File: config.mk
export PLATFORM = sky130hd
export DESIGN_NAME = rio_ctl_regs
export DESIGN_NICKNAME = d
export VERILOG_FILES = /design/src/rtl/rio_pkg.sv /design/src/rtl/rio_decode.sv /design/src/rtl/rio_ee_ports.sv /design/src/rtl/rio_irq_ctl.sv /design/src/rtl/rio_ctl_regs.sv
export SDC_FILE = /design/constraint.sdc
export NUM_CORES = 1
export LEC_CHECK = 0
export CORE_UTILIZATION = 47
export CTS_CLUSTER_SIZE = 16
export DETAILED_ROUTE_END_ITERATION = 8
export PLACE_DENSITY_LB_ADDON = 0.12
export SYNTH_ARGS = -nofsm -noshare
export SYNTH_HDL_FRONTEND = slang
export SYNTH_SLANG_ARGS = --single-unit
File: constraint.sdc
create_clock -name clk -period 3.75 [get_ports clk]
set_clock_uncertainty 0.1 [all_clocks]
set_input_delay 0.9375 -clock clk [delete_from_list [all_inputs] [get_ports clk]]
set_output_delay 0.9375 -clock clk [all_outputs]
set_load 0.02 [all_outputs]
File: src/rtl/rio_pkg.sv
package rio_pkg;

  localparam int RIO_AW = 18;
  localparam int RIO_DW = 16;

  localparam logic [RIO_AW-1:0] OFF_FLASH_WP = 18'h00008;
  localparam logic [RIO_AW-1:0] OFF_BOOT_SZ  = 18'h0000A;
  localparam logic [RIO_AW-1:0] OFF_WDOG     = 18'h0000C;
  localparam logic [RIO_AW-1:0] OFF_MB_EE    = 18'h0000E;
  localparam logic [RIO_AW-1:0] OFF_PRESENCE = 18'h10006;
  localparam logic [RIO_AW-1:0] OFF_MOD_EE   = 18'h10008;
  localparam logic [RIO_AW-1:0] OFF_NET_BASE = 18'h20000;
  localparam logic [RIO_AW-1:0] OFF_MGMT     = 18'h20004;
  localparam logic [RIO_AW-1:0] OFF_EXT      = 18'h20006;
  localparam logic [RIO_AW-1:0] OFF_MASK     = 18'h20008;
  localparam logic [RIO_AW-1:0] OFF_CHASSIS  = 18'h30000;
  localparam logic [RIO_AW-1:0] OFF_ENV      = 18'h30004;

  localparam logic [RIO_DW-1:0] VAL_FLASH_WP = 16'h00FF;
  localparam logic [RIO_DW-1:0] VAL_BOOT_SZ  = 16'h1000;
  localparam logic [RIO_DW-1:0] VAL_ENV      = 16'h0021;
  localparam logic [RIO_DW-1:0] VAL_NET_STAT = 16'h00FF;

  // Pin bit positions inside the two EEPROM registers
  localparam int MB_CS  = 0;
  localparam int MB_CLK = 1;
  localparam int MB_DI  = 2;
  localparam int MB_DO  = 3;
  localparam int MOD_CS  = 4;
  localparam int MOD_CLK = 2;
  localparam int MOD_DI  = 6;
  localparam int MOD_DO  = 7;

  typedef struct packed {
    logic flash_wp;
    logic boot_sz;
    logic wdog;
    logic mb_ee;
    logic presence;
    logic mod_ee;
    logic net;
    logic mgmt;
    logic ext;
    logic mask;
    logic chassis;
    logic env;
  } rio_hit_t;

  function automatic logic [2:0] chassis_code(input int model_slots);
    case (model_slots)
      2:       chassis_code = 3'd4;
      4:       chassis_code = 3'd0;
      6:       chassis_code = 3'd3;
      default: chassis_code = 3'd0;
    endcase
  endfunction

endpackage

File: src/rtl/rio_decode.sv
module rio_decode
  import rio_pkg::*;
(
  input  logic [RIO_AW-1:0] addr,
  output rio_hit_t          hit
);

  always_comb begin
    hit     = '0;
    hit.net = (addr[RIO_AW-1:2] == OFF_NET_BASE[RIO_AW-1:2]);
    case (addr)
      OFF_FLASH_WP: hit.flash_wp = 1'b1;
      OFF_BOOT_SZ:  hit.boot_sz  = 1'b1;
      OFF_WDOG:     hit.wdog     = 1'b1;
      OFF_MB_EE:    hit.mb_ee    = 1'b1;
      OFF_PRESENCE: hit.presence = 1'b1;
      OFF_MOD_EE:   hit.mod_ee   = 1'b1;
      OFF_MGMT:     hit.mgmt     = 1'b1;
      OFF_EXT:      hit.ext      = 1'b1;
      OFF_MASK:     hit.mask     = 1'b1;
      OFF_CHASSIS:  hit.chassis  = 1'b1;
      OFF_ENV:      hit.env      = 1'b1;
      default:      ;
    endcase
  end

endmodule

File: src/rtl/rio_ee_ports.sv
module rio_ee_ports
  import rio_pkg::*;
#(
  parameter int NUM_SLOTS = 4,
  localparam int SLOT_W = (NUM_SLOTS > 1) ? $clog2(NUM_SLOTS) : 1
)(
  input  logic                 clk,
  input  logic                 rst_n,
  input  logic                 mb_we,
  input  logic                 mod_we,
  input  logic [RIO_DW-1:0]    wdata,
  input  logic                 mb_do,
  input  logic [NUM_SLOTS-1:0] mod_do,
  output logic                 mb_cs,
  output logic                 mb_clk,
  output logic                 mb_di,
  output logic [NUM_SLOTS-1:0] mod_cs,
  output logic [NUM_SLOTS-1:0] mod_clk,
  output logic [NUM_SLOTS-1:0] mod_di,
  output logic [RIO_DW-1:0]    mb_rd,
  output logic [RIO_DW-1:0]    mod_rd
);

  logic [RIO_DW-1:0] mb_q, mb_d;
  logic [RIO_DW-1:0] mod_q, mod_d;
  logic [SLOT_W-1:0] sel;

  always_comb begin
    mb_d  = mb_we  ? wdata : mb_q;
    mod_d = mod_we ? wdata : mod_q;
  end

  always_ff @(posedge clk or negedge rst_n) begin
    if (!rst_n) begin
      mb_q  <= '0;
      mod_q <= '0;
    end else begin
      if (mb_we)  mb_q  <= mb_d;
      if (mod_we) mod_q <= mod_d;
    end
  end

  assign sel    = mod_q[SLOT_W-1:0];
  assign mb_cs  = mb_q[MB_CS];
  assign mb_clk = mb_q[MB_CLK];
  assign mb_di  = mb_q[MB_DI];

  for (genvar s = 0; s < NUM_SLOTS; s++) begin : g_slot
    logic chosen;
    assign chosen     = (sel == SLOT_W'(s));
    assign mod_cs[s]  = chosen & mod_q[MOD_CS];
    assign mod_clk[s] = chosen & mod_q[MOD_CLK];
    assign mod_di[s]  = chosen & mod_q[MOD_DI];
  end

  always_comb begin
    mb_rd         = mb_q;
    mb_rd[MB_DO]  = mb_do;
    mod_rd        = mod_q;
    mod_rd[MOD_DO] = mod_do[sel];
  end

endmodule

File: src/rtl/rio_irq_ctl.sv
module rio_irq_ctl #(
  parameter int CLR_COUNT = 16,
  localparam int CNT_W = $clog2(CLR_COUNT + 1)
)(
  input  logic clk,
  input  logic rst_n,
  input  logic net_set,
  input  logic mgmt_set,
  input  logic ext_set,
  input  logic net_acc,
  input  logic mgmt_acc,
  input  logic ext_acc,
  output logic net_irq,
  output logic mgmt_irq,
  output logic ext_irq
);

  logic [CNT_W-1:0] cnt_q, cnt_d;
  logic             wrap;
  logic             net_q, net_d;
  logic             mgmt_q, mgmt_d;
  logic             ext_q, ext_d;

  always_comb begin
    wrap  = 1'b0;
    cnt_d = cnt_q;
    if (net_acc) begin
      if (cnt_q == CNT_W'(CLR_COUNT - 1)) begin
        wrap  = 1'b1;
        cnt_d = '0;
      end else begin
        cnt_d = cnt_q + 1'b1;
      end
    end
    net_d  = net_set  | (net_q  & ~wrap);
    mgmt_d = mgmt_set | (mgmt_q & ~mgmt_acc);
    ext_d  = ext_set  | (ext_q  & ~ext_acc);
  end

  always_ff @(posedge clk or negedge rst_n) begin
    if (!rst_n) begin
      cnt_q  <= '0;
      net_q  <= 1'b0;
      mgmt_q <= 1'b0;
      ext_q  <= 1'b0;
    end else begin
      if (net_acc) cnt_q <= cnt_d;
      net_q  <= net_d;
      mgmt_q <= mgmt_d;
      ext_q  <= ext_d;
    end
  end

  assign net_irq  = net_q;
  assign mgmt_irq = mgmt_q;
  assign ext_irq  = ext_q;

endmodule

File: src/rtl/rio_ctl_regs.sv
module rio_ctl_regs
  import rio_pkg::*;
#(
  parameter int NUM_SLOTS   = 4,
  parameter int CLR_COUNT   = 16,
  parameter int MODEL_SLOTS = 2,
  parameter int MASK_W      = 8
)(
  input  logic                 clk,
  input  logic                 rst_n,
  input  logic                 bus_rd,
  input  logic                 bus_wr,
  input  logic [RIO_AW-1:0]    bus_addr,
  input  logic [RIO_DW-1:0]    bus_wdata,
  output logic [RIO_DW-1:0]    bus_rdata,
  input  logic [NUM_SLOTS-1:0] slot_present,
  output logic                 mb_ee_cs,
  output logic                 mb_ee_clk,
  output logic                 mb_ee_di,
  input  logic                 mb_ee_do,
  output logic [NUM_SLOTS-1:0] mod_ee_cs,
  output logic [NUM_SLOTS-1:0] mod_ee_clk,
  output logic [NUM_SLOTS-1:0] mod_ee_di,
  input  logic [NUM_SLOTS-1:0] mod_ee_do,
  input  logic                 net_irq_set,
  input  logic                 mgmt_irq_set,
  input  logic                 ext_irq_set,
  output logic                 net_irq,
  output logic                 mgmt_irq,
  output logic                 ext_irq,
  output logic                 unknown_seen
);

  localparam logic [2:0] CHASSIS = chassis_code(MODEL_SLOTS);

  rio_hit_t          hit;
  logic              acc, known;
  logic [RIO_DW-1:0] mb_rd, mod_rd, pres_word;
  logic [MASK_W-1:0] mask_q, mask_d;
  logic              mask_en;
  logic              unk_q, unk_d;

  assign acc   = bus_rd | bus_wr;
  assign known = |hit;

  rio_decode u_dec (
    .addr (bus_addr),
    .hit  (hit)
  );

  rio_ee_ports #(.NUM_SLOTS(NUM_SLOTS)) u_ee (
    .clk     (clk),
    .rst_n   (rst_n),
    .mb_we   (bus_wr & hit.mb_ee),
    .mod_we  (bus_wr & hit.mod_ee),
    .wdata   (bus_wdata),
    .mb_do   (mb_ee_do),
    .mod_do  (mod_ee_do),
    .mb_cs   (mb_ee_cs),
    .mb_clk  (mb_ee_clk),
    .mb_di   (mb_ee_di),
    .mod_cs  (mod_ee_cs),
    .mod_clk (mod_ee_clk),
    .mod_di  (mod_ee_di),
    .mb_rd   (mb_rd),
    .mod_rd  (mod_rd)
  );

  rio_irq_ctl #(.CLR_COUNT(CLR_COUNT)) u_irq (
    .clk      (clk),
    .rst_n    (rst_n),
    .net_set  (net_irq_set),
    .mgmt_set (mgmt_irq_set),
    .ext_set  (ext_irq_set),
    .net_acc  (acc & hit.net),
    .mgmt_acc (acc & hit.mgmt),
    .ext_acc  (acc & hit.ext),
    .net_irq  (net_irq),
    .mgmt_irq (mgmt_irq),
    .ext_irq  (ext_irq)
  );

  // Active-low presence, each slot owning one bit per nibble
  always_comb begin
    pres_word = '1;
    for (int i = 0; i < NUM_SLOTS; i++) begin
      if (slot_present[i]) pres_word &= ~(RIO_DW'(16'h1111) << i);
    end
  end

  always_comb begin
    mask_en = bus_wr & hit.mask;
    mask_d  = mask_en ? bus_wdata[MASK_W-1:0] : mask_q;
    unk_d   = unk_q | (acc & ~known);
  end

  always_ff @(posedge clk or negedge rst_n) begin
    if (!rst_n) begin
      mask_q <= '0;
      unk_q  <= 1'b0;
    end else begin
      if (mask_en) mask_q <= mask_d;
      unk_q <= unk_d;
    end
  end

  assign unknown_seen = unk_q;

  always_comb begin
    bus_rdata = '0;
    if (bus_rd) begin
      if (hit.flash_wp)      bus_rdata = VAL_FLASH_WP;
      else if (hit.boot_sz)  bus_rdata = VAL_BOOT_SZ;
      else if (hit.mb_ee)    bus_rdata = mb_rd;
      else if (hit.presence) bus_rdata = pres_word;
      else if (hit.mod_ee)   bus_rdata = mod_rd;
      else if (hit.net)      bus_rdata = VAL_NET_STAT;
      else if (hit.mask)     bus_rdata = RIO_DW'(mask_q);
      else if (hit.chassis)  bus_rdata = RIO_DW'({CHASSIS, 5'b0});
      else if (hit.env)      bus_rdata = VAL_ENV;
      else                   bus_rdata = '0;
    end
  end

endmodule

# ---- After elaboration in Yosys (flattened, before gate mapping)
# Index checks and enable logic that the tools add are counted.
# Widths: inputs -> output; s select.
dict set report totals {
  ff_bits 49
  wordCells 89
}
dict set report op_classes {
  add_sub_neg 1
  magnitude_cmp 1
  n_eq_ne 16
  n_mux 30
  bitwise_logic 31
  reduce_logical 2
}
# operator count
set op_table {}
lappend op_table {{$mux 16} 7}
lappend op_table {{$eq 18x18->1 const B} 5}
lappend op_table {{$eq 18x4->1 const B} 4}
lappend op_table {{$eq 18x17->1 const B} 2}
lappend op_table {{$mux 8} 3}
lappend op_table {{$and 1x1->1} 22}
lappend op_table {{$eq 16x16->1 const B} 1}
lappend op_table {{$mux 15} 1}
lappend op_table {{$mux 1} 14}
lappend op_table {{$mux 14} 1}
lappend op_table {{$mux 13} 1}
lappend op_table {{$reduce_or 12->1} 1}
lappend op_table {{$mux 6} 1}
lappend op_table {{$add 5x1->5 const B} 1}
lappend op_table {{$eq 5x4->1 const B} 1}
lappend op_table {{$mux 5} 1}
lappend op_table {{$or 1x1->1} 5}
lappend op_table {{$eq 2x2->1 const B} 2}
lappend op_table {{$not 1->1} 4}
lappend op_table {{$lt 2x3->1 const B} 1}
lappend op_table {{$bmux 1 s2} 1}
lappend op_table {{$eq 2x1->1 const B} 1}
lappend op_table {{$logic_not 2->1} 1}

# ---- Depth between registers and ports, before layout
dict set report logic_depth {
  word_depth 12
  ltp_mapped 9
}

# ---- Modules after synthesis
# Synthesis repeated with hierarchy kept, for this count alone.
dict set report unflattened {
  cells_unflattened 268
  area_unflattened_um2 2891.5
}
# mod instances cells_each area_per_inst_um2 seq_area_each_um2
set by_module_without_submodules {}
lappend by_module_without_submodules {rio_ee_ports 1 83 1382.6 750.7}
lappend by_module_without_submodules {rio_ctl_regs 1 129 984.7 225.2}
lappend by_module_without_submodules {rio_irq_ctl 1 29 346.6 200.2}
lappend by_module_without_submodules {rio_decode 1 27 177.7 0.0}

# ---- Worst setup path before layout
# No wires, ideal clock.
dict set report synth_path {
  path_type {input port to output port}
  startpoint {input bus_addr[13]}
  endpoint {output bus_rdata[1]}
  arrival_ns 2.585
  setup_slack_ns 0.127
  cell_stages 6
  path_buffers 0
  path_cell_list {nor4_4 nand3_2 nor4_1 inv_1 and2_1 a211oi_1}
}
dict set report synth_between {
  elab_chain_cells 11
  elab_cells_between_ends 24
}
# item line
set synth_rtl {}
lappend synth_rtl {{start, declared} rio_ctl_regs.sv:13} ;# input logic [RIO_AW-1:0] bus_addr,
lappend synth_rtl {{$eq 18x18->1} rio_decode.sv:11} ;# case (addr)
lappend synth_rtl {{$mux 1} rio_decode.sv:11}
lappend synth_rtl {{$mux 8} rio_ctl_regs.sv:119} ;# else if (hit.chassis) bus_rdata = RIO_DW'({CHASSIS, 5'b0});
lappend synth_rtl {{$mux 8} rio_ctl_regs.sv:118} ;# else if (hit.mask) bus_rdata = RIO_DW'(mask_q);
lappend synth_rtl {{$mux 8} rio_ctl_regs.sv:117} ;# else if (hit.net) bus_rdata = VAL_NET_STAT;
lappend synth_rtl {{$mux 16} rio_ctl_regs.sv:116} ;# else if (hit.mod_ee) bus_rdata = mod_rd;
lappend synth_rtl {{$mux 16} rio_ctl_regs.sv:115} ;# else if (hit.presence) bus_rdata = pres_word;
lappend synth_rtl {{$mux 16} rio_ctl_regs.sv:114} ;# else if (hit.mb_ee) bus_rdata = mb_rd;
lappend synth_rtl {{$mux 16} rio_ctl_regs.sv:113} ;# else if (hit.boot_sz) bus_rdata = VAL_BOOT_SZ;
lappend synth_rtl {{$mux 16 *} rio_ctl_regs.sv:112} ;# if (hit.flash_wp) bus_rdata = VAL_FLASH_WP;
lappend synth_rtl {{$mux 16 *} rio_ctl_regs.sv:111} ;# if (bus_rd) begin
lappend synth_rtl {{end, declared} rio_ctl_regs.sv:15} ;# output logic [RIO_DW-1:0] bus_rdata,
# Mark *: on every way between the ends. The rest lies on a longest branch, timed or not.

# ---- Final worst setup path
dict set report layout_path {
  startpoint {input bus_addr[11]}
  endpoint {output bus_rdata[5]}
}
dict set report layout_between {
  elab_chain_cells 12
  elab_cells_between_ends 27
}
# item line
set layout_rtl {}
lappend layout_rtl {{$eq 18x18->1} rio_decode.sv:11}
lappend layout_rtl {{$mux 1} rio_decode.sv:11}
lappend layout_rtl {{$mux 6} rio_ctl_regs.sv:120} ;# else if (hit.env) bus_rdata = VAL_ENV;
lappend layout_rtl {{$mux 8} rio_ctl_regs.sv:119}
lappend layout_rtl {{$mux 8} rio_ctl_regs.sv:118}
lappend layout_rtl {{$mux 8} rio_ctl_regs.sv:117}
lappend layout_rtl {{$mux 16} rio_ctl_regs.sv:116}
lappend layout_rtl {{$mux 16} rio_ctl_regs.sv:115}
lappend layout_rtl {{$mux 16} rio_ctl_regs.sv:114}
lappend layout_rtl {{$mux 16} rio_ctl_regs.sv:113}
lappend layout_rtl {{$mux 16 *} rio_ctl_regs.sv:112}
lappend layout_rtl {{$mux 16 *} rio_ctl_regs.sv:111}
# Marks and branches as above.

==> impl_metrics.yaml <==
sta:
  fin_crit_sh_pct: 98.9
  tns_ns: 0
  worstMarginPinSlew_ns: 1.04
  period_minus_slack_ns: 3.71
  setup_viol: 0
  slew-limit-headroom_pct: 30.5
  rsz0062_at_grt: "yes"
  hold_ws_ns: 0.374
  hold_viol_final: 0
  clock.fmax_mhz: 270
  slew_violations: 0
place:
  gp_congestion: 0.875
  io_buffers: 84
  post-dp-hpwl_mm: 6.38
detailed_routing:
  avgViaCountPerCell: 5.63
  routed_wl_mm: 8.54
  drcViolationCount: 0
  ant_nets: 0
  routedWlPerCell_um: 17.5
  drtIter0Drc: 159
  vias: 2747
  dr.pass1.iters: 5
synth:
  ys_ff_latch: 47
  synthArstFlopShare_pct: 100
  netlist_top_cells_area: "dfrtp_1 42%, mux2_1 11%, mux2_4 5.3%"
  ys_dominant_reg_cell: "dfrtp_1"
  synth_top_area_share_pct: 41.9
  yosys.area.top_type: "dfrtp_1"
  postSynthAreaPerCell_um2: 10.4
  synth_nets: 322
  synth_area_mm2: 0.00281
  synth-seq-area-share_pct: 41.9
  synthCells: 271
  synth_cell_types: 53
  synth_edf_count: 0
  ys_warn_count: 0
grt:
  grt_usage_pct: 27.8
  grt_first_pass_wirelength_mm: 13.4
  grt_start_max_net_pins: 48
  grt_pass1_vias: 2741
  antenna_found_initial: 0
  overflow: 0
setup_path:
  cp_slowest_cell: "nor4_4"
  critPathLaunchType: "input pin"
  critPathRequiredTime_ns: 2.71
  worstPathArrival_ns: 2.67
  reg2reg_slack_ns: 2.27
  slowest_delay_ns: 0.33
  critPathMaxFanout: 3
  crit_path_end_kind: "output pin"
  crit_type: "input pin to output pin"
  cp_cell_sequence: "buf_2 > nor4_4 > nand3_2 > buf_6 > buf_6 > nor4_4 > nand2b_1 > a21oi_1 > o31ai_2 > buf_4"
die:
  row_count: 27
  start_util_pct: 49.8
  core_area_mm2: 0.00564
  die_area_mm2: 0.00629
  die_y_um: 79.3
  die_w_um: 79.3
  pin_count: 85
clocking:
  hold_buffers: 0
  cts_max_path_buffers: 2
  cts_buffers: 5
  tritoncts: "yes"
  cts_max_level: 2
  worstSkewPairLatency_ns: 0.29
  clkTransAtPathRegs_ns: 0.08
  cts_sinks: 47
  cts-root-buf: "clkbuf_8"
layout:
  diodes: 0
  drive_above_1_share_pct: 38.2
  area_growth_syn_to_layout_pct: 57.6
  nets: 466
job:
  cap_violations: 0
power_and_ir_drop:
  p_leak_nw: 2.14
  power.total_mw: 1.02
  vdd_drop_max_uv: 217
  powerDensity_mw_per_mm2: 230
status:
  outcome: "completed"
hold_path:
  hp-class: "flop to flop"
-- report_power, final --
| group | switching (mW) | leakage (nW) | internal [mW] |
|---|---|---|---|
| Combinational | 0.0654 | 1.45 | 0.0760 |
| Clock | 0.174 | 0.0581 | 0.199 |
| Sequential | 0.0000458 | 0.631 | 0.506 |
| Total | 0.239 | 2.14 | 0.781 |
-- area by class of cell --
class | count | area, µm²
clock buffers | 5 | 68.8
clock inverters | 3 | 43.8
well taps | 72 | 90.1
fillers | 388 | 1210
multi-input cells | 204 | 1710
inverters | 6 | 23.8
repair buffers | 151 | 1310
flip-flops and latches | 47 | 1180
-- cells in the final DEF, fill, tap and decap left out, drive strengths merged, types with 2 or more instances in the layout --
master	Yosys	final
buf	5	94
clkdlybuf4s50	0	49
dfrtp	47	47
mux2	37	37
nand2	19	19
nor2	18	18
o21ai	18	18
a21oi	14	14
and2	11	11
nor3	10	10
clkbuf	9	8
a21o	7	7
nand3	7	7
and3	7	7
nor4	6	6
nor2b	6	6
nand2b	6	6
inv	5	5
o31ai	5	5
nand4	3	3
a211oi	3	3
clkdlybuf4s15	0	3
clkinv	1	3
a221o	2	2
o31a	2	2
o21a	2	2
dlygate4sd2	0	2
and4	2	2
-- flip-flops by register name (all words and copies together), names as in the netlist --
| signal | flops |
|---|---|
| mask_q | 8 |
| u_ee.mb_q | 15 |
| u_ee.mod_q | 15 |
| u_irq.cnt_q | 5 |
| u_irq.ext_irq | 1 |
| u_irq.mgmt_irq | 1 |
| u_irq.net_irq | 1 |
| unknown_seen | 1 |
-- cells in the mapped netlist (5+ instances only) --
| cell type | instances |
|---|---|
| mux2_4 | 10 |
| a21o_1 | 7 |
| nand2_1 | 17 |
| nor3_1 | 10 |
| o21ai_0 | 15 |
| a21oi_1 | 14 |
| inv_1 | 5 |
| mux2_1 | 27 |
| and3_1 | 7 |
| clkbuf_1 | 9 |
| nand2b_1 | 6 |
| nor2_1 | 18 |
| nor2b_1 | 6 |
| dfrtp_1 | 47 |
| and2_1 | 11 |
| nand3_1 | 6 |
-- path summary, 6_finish.rpt --
check,endpoint,start,cells after the start
max reg2reg,u_irq.cnt_q[3],u_irq.cnt_q[0],6
min in group asynchronous,u_irq.net_irq,rst_n,1
min,unknown_seen,unknown_seen,2
min reg2reg,unknown_seen,unknown_seen,2
max in group asynchronous,u_ee.mb_q[12],rst_n,1
max,bus_rdata[5],bus_addr[11],10
-- kinds of logic after synthesis --
logic type               synth area share, %
multiplexers                            17.3
AO/OA/AOI/OAI                           14.5
flip-flops                              41.9
buffers and inverters                   3.61
XOR/XNOR                               0.312
adder cells (fa/ha/maj)                0.802
AND/OR/NAND/NOR                         21.6
-- worst max-delay path: cells and delay by family --
kind                   cells  cell delay (ns)
buffers and inverters      4             0.59
AND/OR/NAND/NOR            4             0.82
AO/OA/AOI/OAI              2             0.32
-- layer usage --
metal,wire [µm],track usage (%),vias up,part of all wire (%)
met1,3760,36.7,1330,44
met2,4050,46.1,134,47
met4,108,7.82,0,1.3
met5,0,0,-,0
met3,618,5.40,10,7.2
li1,-,-,1273,-
-- through the flow --
stage	instance area (µm²)	setup WS (ns)	utilization (%)	instances
after floorplan	2810	0.127	-	271
after global placement	4120	-0.829	73.0	471
after detailed placement	4120	-0.847	73.0	471
after CTS	4280	0.00429	75.9	484
after global routing	4430	-0.0693	78.5	488
final	4430	0.0425	78.5	488
-- timing repair --
action	in CTS	in global routing
setup buffers	5	3
gates resized for setup	153	52
pin swaps	16	19
gates cloned	0	1
endpoints found under the setup margin	16	16
Note: power is estimated with default switching activity, not from simulation.
